[src/rtl/sbp_pkg.sv]
package sbp_pkg;

    typedef enum logic [2:0] {
        PH_FREE  = 3'd0,
        PH_ARB   = 3'd1,
        PH_SEL   = 3'd2,
        PH_RESEL = 3'd3,
        PH_CMD   = 3'd4,
        PH_DATA  = 3'd5,
        PH_STAT  = 3'd6,
        PH_MSG   = 3'd7
    } sbp_phase_e;

    localparam logic [7:0] MSG_DONE  = 8'h00;
    localparam logic [7:0] MSG_SAVEP = 8'h02;
    localparam logic [7:0] MSG_RESTP = 8'h03;
    localparam logic [7:0] MSG_DISC  = 8'h04;

endpackage

[src/rtl/sbp_arbiter.sv]
module sbp_arbiter #(
    parameter int N_DEV      = 8,
    parameter int ARB_CYCLES = 3
) (
    input  logic                     clk,
    input  logic                     rst_n,
    input  logic                     active,
    input  logic [N_DEV-1:0]         req,
    output logic                     done,
    output logic                     win_valid,
    output logic [$clog2(N_DEV)-1:0] win_id
);
    localparam int IDW = $clog2(N_DEV);
    localparam int CW  = $clog2(ARB_CYCLES + 1);

    logic [CW-1:0] cnt_d, cnt_q;

    always_comb begin
        cnt_d = cnt_q;
        if (!active)
            cnt_d = '0;
        else if (cnt_q != CW'(ARB_CYCLES - 1))
            cnt_d = cnt_q + 1'b1;
    end

    always_ff @(posedge clk or negedge rst_n) begin
        if (!rst_n) cnt_q <= '0;
        else        cnt_q <= cnt_d;
    end

    assign done = active && (cnt_q == CW'(ARB_CYCLES - 1));

    // higher index overwrites lower: highest requester wins
    always_comb begin
        win_valid = 1'b0;
        win_id    = '0;
        for (int i = 0; i < N_DEV; i++) begin
            if (req[i]) begin
                win_valid = 1'b1;
                win_id    = IDW'(i);
            end
        end
    end

    AST_ARB_TOP_WINS: assert property (@(posedge clk) disable iff (!rst_n)
        done && win_valid |-> (req >> win_id) == N_DEV'(1));

    AST_ARB_NO_EARLY: assert property (@(posedge clk) disable iff (!rst_n)
        active && !$past(active) |-> !done || ARB_CYCLES == 1);

endmodule

[src/rtl/sbp_msg_decode.sv]
module sbp_msg_decode (
    input  logic [7:0] code,
    output logic       is_done,
    output logic       is_disc,
    output logic       is_save,
    output logic       is_rest,
    output logic       is_ident
);
    import sbp_pkg::*;

    always_comb begin
        is_ident = code[7];
        is_done  = !code[7] && (code == MSG_DONE);
        is_disc  = !code[7] && (code == MSG_DISC);
        is_save  = !code[7] && (code == MSG_SAVEP);
        is_rest  = !code[7] && (code == MSG_RESTP);
    end

endmodule

[src/rtl/sbp_phase_seq.sv]
module sbp_phase_seq #(
    parameter int DATA_W     = 8,
    parameter int CNT_W      = 8,
    parameter int CMD_LEN    = 6,
    parameter int ARB_CYCLES = 3
) (
    input  logic                      clk,
    input  logic                      rst_n,
    input  logic [DATA_W-1:0]         arb_req,
    input  logic [$clog2(DATA_W)-1:0] sel_target,
    input  logic                      xfer_dir,
    input  logic [CNT_W-1:0]          xfer_len,
    input  logic [DATA_W-1:0]         byte_in,
    input  logic                      cmd_valid,
    input  logic                      data_valid,
    input  logic                      msg_req,
    input  logic                      status_valid,
    input  logic                      msg_valid,
    output logic [2:0]                phase,
    output logic [$clog2(DATA_W)-1:0] owner_id,
    output logic [$clog2(DATA_W)-1:0] target_id,
    output logic                      data_in,
    output logic [CNT_W-1:0]          byte_count,
    output logic [DATA_W-1:0]         bus_byte,
    output logic                      resume_pending
);
    import sbp_pkg::*;

    localparam int IDW = $clog2(DATA_W);
    localparam int CCW = $clog2(CMD_LEN + 1);

    typedef struct packed {
        sbp_phase_e        ph;
        logic [IDW-1:0]    init;
        logic [IDW-1:0]    tgt;
        logic              dir;
        logic [CNT_W-1:0]  len;
        logic [CNT_W-1:0]  cnt;
        logic [CNT_W-1:0]  ptr;
        logic [CCW-1:0]    ccnt;
        logic [DATA_W-1:0] bbyte;
        logic              pend;
        logic [IDW-1:0]    sv_init;
        logic [IDW-1:0]    sv_tgt;
        logic              sv_dir;
        logic [CNT_W-1:0]  sv_len;
        logic [CNT_W-1:0]  sv_ptr;
    } seq_st_t;

    seq_st_t st_d, st_q;

    logic           arb_done, win_valid;
    logic [IDW-1:0] win_id;
    logic           m_done, m_disc, m_save, m_rest, m_ident;
    logic [CNT_W-1:0] cnt_inc;

    sbp_arbiter #(
        .N_DEV      (DATA_W),
        .ARB_CYCLES (ARB_CYCLES)
    ) arb_i (
        .clk       (clk),
        .rst_n     (rst_n),
        .active    (st_q.ph == PH_ARB),
        .req       (arb_req),
        .done      (arb_done),
        .win_valid (win_valid),
        .win_id    (win_id)
    );

    sbp_msg_decode dec_i (
        .code     (byte_in),
        .is_done  (m_done),
        .is_disc  (m_disc),
        .is_save  (m_save),
        .is_rest  (m_rest),
        .is_ident (m_ident)
    );

    assign cnt_inc = st_q.cnt + 1'b1;

    always_comb begin
        st_d = st_q;
        unique case (st_q.ph)
            PH_FREE: begin
                if (|arb_req) st_d.ph = PH_ARB;
            end
            PH_ARB: begin
                if (arb_done) begin
                    if (!win_valid) begin
                        st_d.ph = PH_FREE;
                    end else if (st_q.pend && win_id == st_q.sv_tgt) begin
                        st_d.ph   = PH_RESEL;
                        st_d.init = st_q.sv_init;
                        st_d.tgt  = win_id;
                    end else begin
                        st_d.ph   = PH_SEL;
                        st_d.init = win_id;
                        st_d.tgt  = sel_target;
                        st_d.dir  = xfer_dir;
                        st_d.len  = xfer_len;
                        st_d.cnt  = '0;
                        st_d.ptr  = '0;
                        st_d.ccnt = '0;
                    end
                end
            end
            PH_SEL: begin
                st_d.ph = PH_CMD;
            end
            PH_RESEL: begin
                st_d.ph   = PH_DATA;
                st_d.dir  = st_q.sv_dir;
                st_d.len  = st_q.sv_len;
                st_d.cnt  = st_q.sv_ptr;
                st_d.ptr  = st_q.sv_ptr;
                st_d.pend = 1'b0;
            end
            PH_CMD: begin
                if (cmd_valid) begin
                    st_d.bbyte = byte_in;
                    if (st_q.ccnt == CCW'(CMD_LEN - 1)) begin
                        st_d.ph   = PH_DATA;
                        st_d.ccnt = '0;
                    end else begin
                        st_d.ccnt = st_q.ccnt + 1'b1;
                    end
                end
            end
            PH_DATA: begin
                if (st_q.cnt == st_q.len) begin
                    st_d.ph = PH_STAT;
                end else if (data_valid) begin
                    st_d.bbyte = byte_in;
                    st_d.cnt   = cnt_inc;
                    if (cnt_inc == st_q.len) st_d.ph = PH_STAT;
                    else if (msg_req)        st_d.ph = PH_MSG;
                end else if (msg_req) begin
                    st_d.ph = PH_MSG;
                end
            end
            PH_STAT: begin
                if (status_valid) begin
                    st_d.bbyte = byte_in;
                    st_d.ph    = PH_MSG;
                end
            end
            PH_MSG: begin
                if (msg_valid) begin
                    st_d.bbyte = byte_in;
                    if (m_done) begin
                        st_d.ph = PH_FREE;
                    end else if (m_disc) begin
                        st_d.ph      = PH_FREE;
                        st_d.pend    = 1'b1;
                        st_d.sv_init = st_q.init;
                        st_d.sv_tgt  = st_q.tgt;
                        st_d.sv_dir  = st_q.dir;
                        st_d.sv_len  = st_q.len;
                        st_d.sv_ptr  = st_q.cnt;
                    end else if (m_save) begin
                        st_d.ptr = st_q.cnt;
                    end else if (m_rest) begin
                        st_d.cnt = st_q.ptr;
                        st_d.ph  = PH_DATA;
                    end
                end
            end
            default: st_d.ph = PH_FREE;
        endcase
    end

    always_ff @(posedge clk or negedge rst_n) begin
        if (!rst_n) begin
            st_q    <= '0;
            st_q.ph <= PH_FREE;
        end else begin
            st_q <= st_d;
        end
    end

    assign phase          = st_q.ph;
    assign owner_id       = st_q.init;
    assign target_id      = st_q.tgt;
    assign data_in        = st_q.dir;
    assign byte_count     = st_q.cnt;
    assign bus_byte       = st_q.bbyte;
    assign resume_pending = st_q.pend;

    AST_FREE_HOLD: assert property (@(posedge clk) disable iff (!rst_n)
        phase == 3'd0 && arb_req == '0 |=> phase == 3'd0);

    AST_SEL_TO_CMD: assert property (@(posedge clk) disable iff (!rst_n)
        phase == 3'd2 |=> phase == 3'd4);

    AST_DATA_COUNT: assert property (@(posedge clk) disable iff (!rst_n)
        phase == 3'd5 && data_valid && byte_count != st_q.len
        |=> byte_count == $past(byte_count) + 1'b1);

    AST_DONE_FREE: assert property (@(posedge clk) disable iff (!rst_n)
        phase == 3'd7 && msg_valid && byte_in == 8'h00 |=> phase == 3'd0);

    AST_DISC_PARK: assert property (@(posedge clk) disable iff (!rst_n)
        phase == 3'd7 && msg_valid && byte_in == 8'h04
        |=> phase == 3'd0 && resume_pending);

    AST_RESEL_RESUME: assert property (@(posedge clk) disable iff (!rst_n)
        phase == 3'd3 |=> phase == 3'd5 && !resume_pending);

endmodule

[config.mk]
export PLATFORM = sky130hd
export DESIGN_NAME = sbp_phase_seq
export DESIGN_NICKNAME = d
export VERILOG_FILES = /design/src/rtl/sbp_pkg.sv /design/src/rtl/sbp_arbiter.sv /design/src/rtl/sbp_msg_decode.sv /design/src/rtl/sbp_phase_seq.sv
export SDC_FILE = /design/constraint.sdc
export NUM_CORES = 1
export LEC_CHECK = 0
export BUFFER_PORTS_ARGS = -buffer_cell sky130_fd_sc_hd__buf_4
export CORE_MARGIN = 2
export CORE_UTILIZATION = 50
export CTS_CLUSTER_DIAMETER = 120
export CTS_CLUSTER_SIZE = 8
export DETAILED_ROUTE_END_ITERATION = 8
export PLACE_DENSITY = 0.72
export REMOVE_ABC_BUFFERS = 1
export SETUP_SLACK_MARGIN = 0.5
export SYNTH_ARGS = -nofsm -noshare
export SYNTH_HDL_FRONTEND = slang
export SYNTH_SLANG_ARGS = --single-unit
[constraint.sdc]
create_clock -name clk -period 2.1 [get_ports clk]
set_input_delay 0.21 -clock clk [delete_from_list [all_inputs] [get_ports clk]]
set_output_delay 0.21 -clock clk [all_outputs]
set_load 0.1 [all_outputs]
Yosys cells after proc, flatten, opt, wreduce, memory -nomap -nowiden:

Index checks and enable logic that the tools add are counted.

* flip-flop bits (word level): 71
* output and inout port bits: 27
* word-level logic and storage cells: 138

* add/sub/neg operators: 3
* equal/unequal tests: 35
* multiplexer cells: 58
* bitwise gates (word level): 1
* reductions and logical operators: 25

Operators with widths (count)
* $mux W8: 8
* $pmux W8 S4: 2
* $mux W3: 18
* $mux W16: 3
* $mux W24: 2
* $mux W37: 1
* $mux W34: 1
* $mux W32: 1
* $ne A2 B2 Y1 const B: 15
* $mux W28: 1
* $pmux W3 S8: 1
* $pmux W8 S3: 1
* $pmux W9 S2: 1
* $eq A8 B2 Y1 const B: 2
* $eq A8 B8 Y1: 2
* $reduce_and A8 Y1: 2
* $eq A3 B3 Y1 const B: 5
* $reduce_and A4 Y1: 3
* $mux W11: 1
* $reduce_and A11 Y1: 1
* $mux W2: 5
* $mux W1: 9
* $add A8 B1 Y8 const B: 1
* $eq A8 B3 Y1 const B: 1
* other kinds (24): 35

Logic depth before layout (Yosys ltp):

* depth in word-level cells: 13
* depth in mapped cells: 9
* depth with buffers taken out: 8

Cells and area by module:

From an unflattened synthesis, not the netlist that was laid out.

* cells, all modules: 420
* area total of the unflattened synthesis: 4234.1 µm²

Modules (own cells, without submodules)
* sbp_phase_seq: times used 1, cells an instance 388, area an instance 4003.8 µm², seq. area each 1726.7 µm²
* sbp_arbiter: times used 1, cells an instance 22, area an instance 161.4 µm², seq. area each 50.0 µm²
* sbp_msg_decode: times used 1, cells an instance 10, area an instance 68.8 µm², seq. area each 0.0 µm²

Least setup slack after synthesis:

No wires, ideal clock.

* path kind: reg2reg
* start: register st_q (netlist bit resume_pending)
* end: register st_q[35] in the netlist's numbering
* data arrival time: 1960 ps
* setup slack: 15 ps
* cell stages (with the launch flop): 6
* period minus slack after synthesis: 2085 ps
* path through: dfrtp_1 > and2_2 > nand4_4 > o211a_1 > buf_6 > mux2_4

* longest elaborated chain between the ends: 3

RTL lines
* start, declared: line sbp_phase_seq.sv:50 `seq_st_t st_d, st_q;`
* start signal, assigned: line sbp_phase_seq.sv:177 `st_q <= st_d;`
* $logic_and A1 B1 Y1: line sbp_phase_seq.sv:91 `end else if (st_q.pend && win_id == st_q.sv_tgt) begin`
* $ne A2 B2 Y1 (no line)
* $reduce_and A8 Y1 (no line)

Every way passes these cells.
A chain may end at the register's enable or synchronous reset.

Worst setup path in the final report:

* start: register st_q (netlist bit byte_count[0])
* end: register st_q (netlist bit phase[0])

* longest elaborated chain between the ends: 6
* elaborated cells between the ends (all ways): 7
* those cells by class: 1 x add/sub; 2 x eq/ne; 4 x mux

RTL lines
* $add A8 B1 Y8: line sbp_phase_seq.sv:79 `assign cnt_inc = st_q.cnt + 1'b1;`
* $eq A8 B8 Y1: line sbp_phase_seq.sv:135 `if (cnt_inc == st_q.len) st_d.ph = PH_STAT;`
* $mux W3: line sbp_phase_seq.sv:135
* $mux W3: line sbp_phase_seq.sv:132 `end else if (data_valid) begin`
* $mux W3 (*): line sbp_phase_seq.sv:130 `if (st_q.cnt == st_q.len) begin`
* $pmux W3 S8 (*): line sbp_phase_seq.sv:83 `unique case (st_q.ph)`

Mark *: on every way between the ends. The rest lies on a longest branch, timed or not.

==> reports/summary.txt <==
CTS Buf Count -> 9
Seq/Total Area, Yosys -> 41.40%
crit start category -> register
Critical path origin -> byte_count[0]
count of final setup violators -> 0
worst slew pin tran -> 498.3 ps
Power Density -> 1177 mW/mm2
Area growth, synth to finish -> 35.95%
antenna-violating nets left -> 0
Final Util -> 70.65%
Worst Path Class, Setup -> reg -> reg
number of distinct library cells after synthesis -> 60
Slew Limit Fails -> 0
Vias -> 3655
first-pass GRT wire length -> 18.29 mm
1st-iter DRT viols -> 347
CTS sink cnt -> 71
most frequent cell after synthesis -> dfrtp_1
CP endpoint kind -> register
Post-Syn Area -> 0.004292 mm2
die width -> 96.65 um
Post-synth EDFFs -> 0
I/O pins -> 62
CP Capture Point -> phase[0]
FF-to-FF End -> phase[0]
Routability Congestion -> 0.9255
Yosys Warn Count -> 0
Peak VDD IR -> 0.5468 mV
Starting Density -> 51.97%
P_leak -> 0.002728 uW
final setup margin -> 155.0 ps
Worst Path Max Fanout -> 4
reg2reg start -> byte_count[0]
total gr overflow -> 0
RSZ-0062 raised after global routing -> true
top_reg_cell synth -> dfrtp_1
run status -> finished clean
GRT Overall Usage -> 24.03%
asr flop ratio synth -> 100.0%
synthesized flop and latch total -> 71
num rows -> 33
maxcap violations -> 0
maximum clock rate -> 514.1 MHz
number of vias per cell -> 5.924
DR DRC count -> 0
period utilization -> 92.62%
clock-pin transition on the worst setup and hold timing paths -> 80 ps
initial antenna violation count -> 0
drt first pass iters -> 6
worst r2r path cells -> 6
layout cell share with drive strength beyond 1 -> 48.05%
Routed WL -> 11.49 mm
Max H-tree Level -> 3
Arrival @ worst endpoint -> 2180 ps
Synth top area share -> 41.40%
skew final -> 10.25 ps
synth top area cells -> dfrtp_1 (41%), mux2_4 (7.7%), buf_4 (4.7%)
Worst Path Required -> 2340 ps
Die Footprint -> 0.009340 mm2
post-DP HPWL -> 7.399 mm
Final Total Pwr -> 6866 uW
Setup WS pre-CTS -> 6.275 ps
deepest clock path buffer count -> 2
clock latency on the worst-skew pair -> 350 ps
CTS tree -> yes
Max-slew headroom -> 66.78%
vias in the first global route -> 3612
Tmin final -> 1945 ps
WHS -> 102.9 ps
Clock Tree Root -> clkbuf_8
Fin. Hold Viols -> 0
internal reg-to-reg setup slack -> 150 ps
core area -> 0.008258 mm2
ant diodes -> 0
top post-synthesis cells by count -> dfrtp_1 (71), nand2_1 (36), a21oi_1 (28)
HP Class -> in -> reg
largest net degree at the start of global routing -> 38
Post-Syn Area per Cell -> 10.29 um2
Syn Inst Count -> 417
final net count -> 544
cell taking the most area after synthesis -> dfrtp_1
Die H -> 96.65 um
IO buf count -> 61
DR WL/cell -> 18.62 um
==> critical path: stages (launching register included) <==
cell	delay (ps)
dfrtp_1	420
ha_2	240
nand3_1	140
or2_2	370
xor2_1	190
o2111ai_2	160
a32o_1	310
==> report_power, final <==
part,switching (uW),internal [uW]
registers,221,1580
clock network,551,975
logic,2140,1400
total,2910,3960
==> sequential cells by signal, indices dropped and copies added (netlist names) <==
name            cells
bus_byte            8
resume_pending      1
owner_id            3
arb_i.cnt_q         2
st_q               42
data_in             1
byte_count          8
phase               3
target_id           3
==> cell families after synthesis <==
kind of cell	after synthesis	share of synthesized area, %
buf+inv	57	8.163
flops	71	41.40
xor+xnor	16	3.265
fa+ha+maj	2	0.5830
simple gates	125	16.59
compound gates	98	15.77
mux	48	14.23
==> through the flow <==
| stage | area [um2] | setup TNS, ps | instances |
|---|---|---|---|
| after floorplan | 3971 | -58440 | 368 |
| after global placement | 4878 | -41.36 | 573 |
| after detailed placement | 4878 | 0 | 573 |
| after CTS | 5504 | 0 | 606 |
| after global routing | 5834 | 0 | 617 |
| final | 5834 | 0 | 617 |
==> layout by cell type (no fill, tap or decap), drive strengths merged, types with 5 or more instances in the layout <==
cell type    n
dfrtp       71
a22o         6
xor2         9
o32ai        5
mux2i       10
xnor2        7
inv          7
o21ai       14
a22oi        8
nand3       12
buf        125
a31oi        9
nor2b       11
mux2        38
nand2       36
a21oi       29
clkbuf      13
nor2        26
nand4        8
==> final cells by class <==
type / instances / area, um2
Clock buffer: 11 / 151.4
Clock inverter: 5 / 127.6
Fill cell: 584 / 2424
Inverter: 8 / 33.78
Multi-Input combinational cell: 289 / 2456
Sequential cell: 71 / 1783
Tap cell: 105 / 131.4
Timing Repair Buffer: 128 / 1151
==> worst min-delay path by stage <==
stage,startpoint,endpoint,slack (ps),cells after the start
3_5_place_dp,rst_n,st_q[13],210,1
4_1_cts,byte_in[3],bus_byte[3],100,2
2_1_floorplan,rst_n,arb_i.cnt_q[0],-90,0
5_1_grt,byte_in[3],bus_byte[3],100,2
3_3_place_gp,rst_n,st_q[13],210,1
6_report,byte_in[3],bus_byte[3],100,2
==> per-layer routing <==
layer  share of wire, %  up-vias  GRT usage, %
met5                  0        -             0
met4                2.8        0         8.992
met3                4.5       37         3.540
met2                 49      146         38.94
met1                 43     1808         32.83
li1                   -     1664             -
==> what timing repair did <==
| action | CTS | global route |
|---|---|---|
| endpoints found under the setup margin | 67 | 68 |
| hold buffers | 1 | 0 |
| pin swaps | 20 | 20 |
| setup buffers | 15 | 9 |
| hold endpoints to repair | 35 | 0 |
| gates resized for setup | 49 | 61 |
| gates cloned | 1 | 2 |
(Power assumes the default switching activity.)
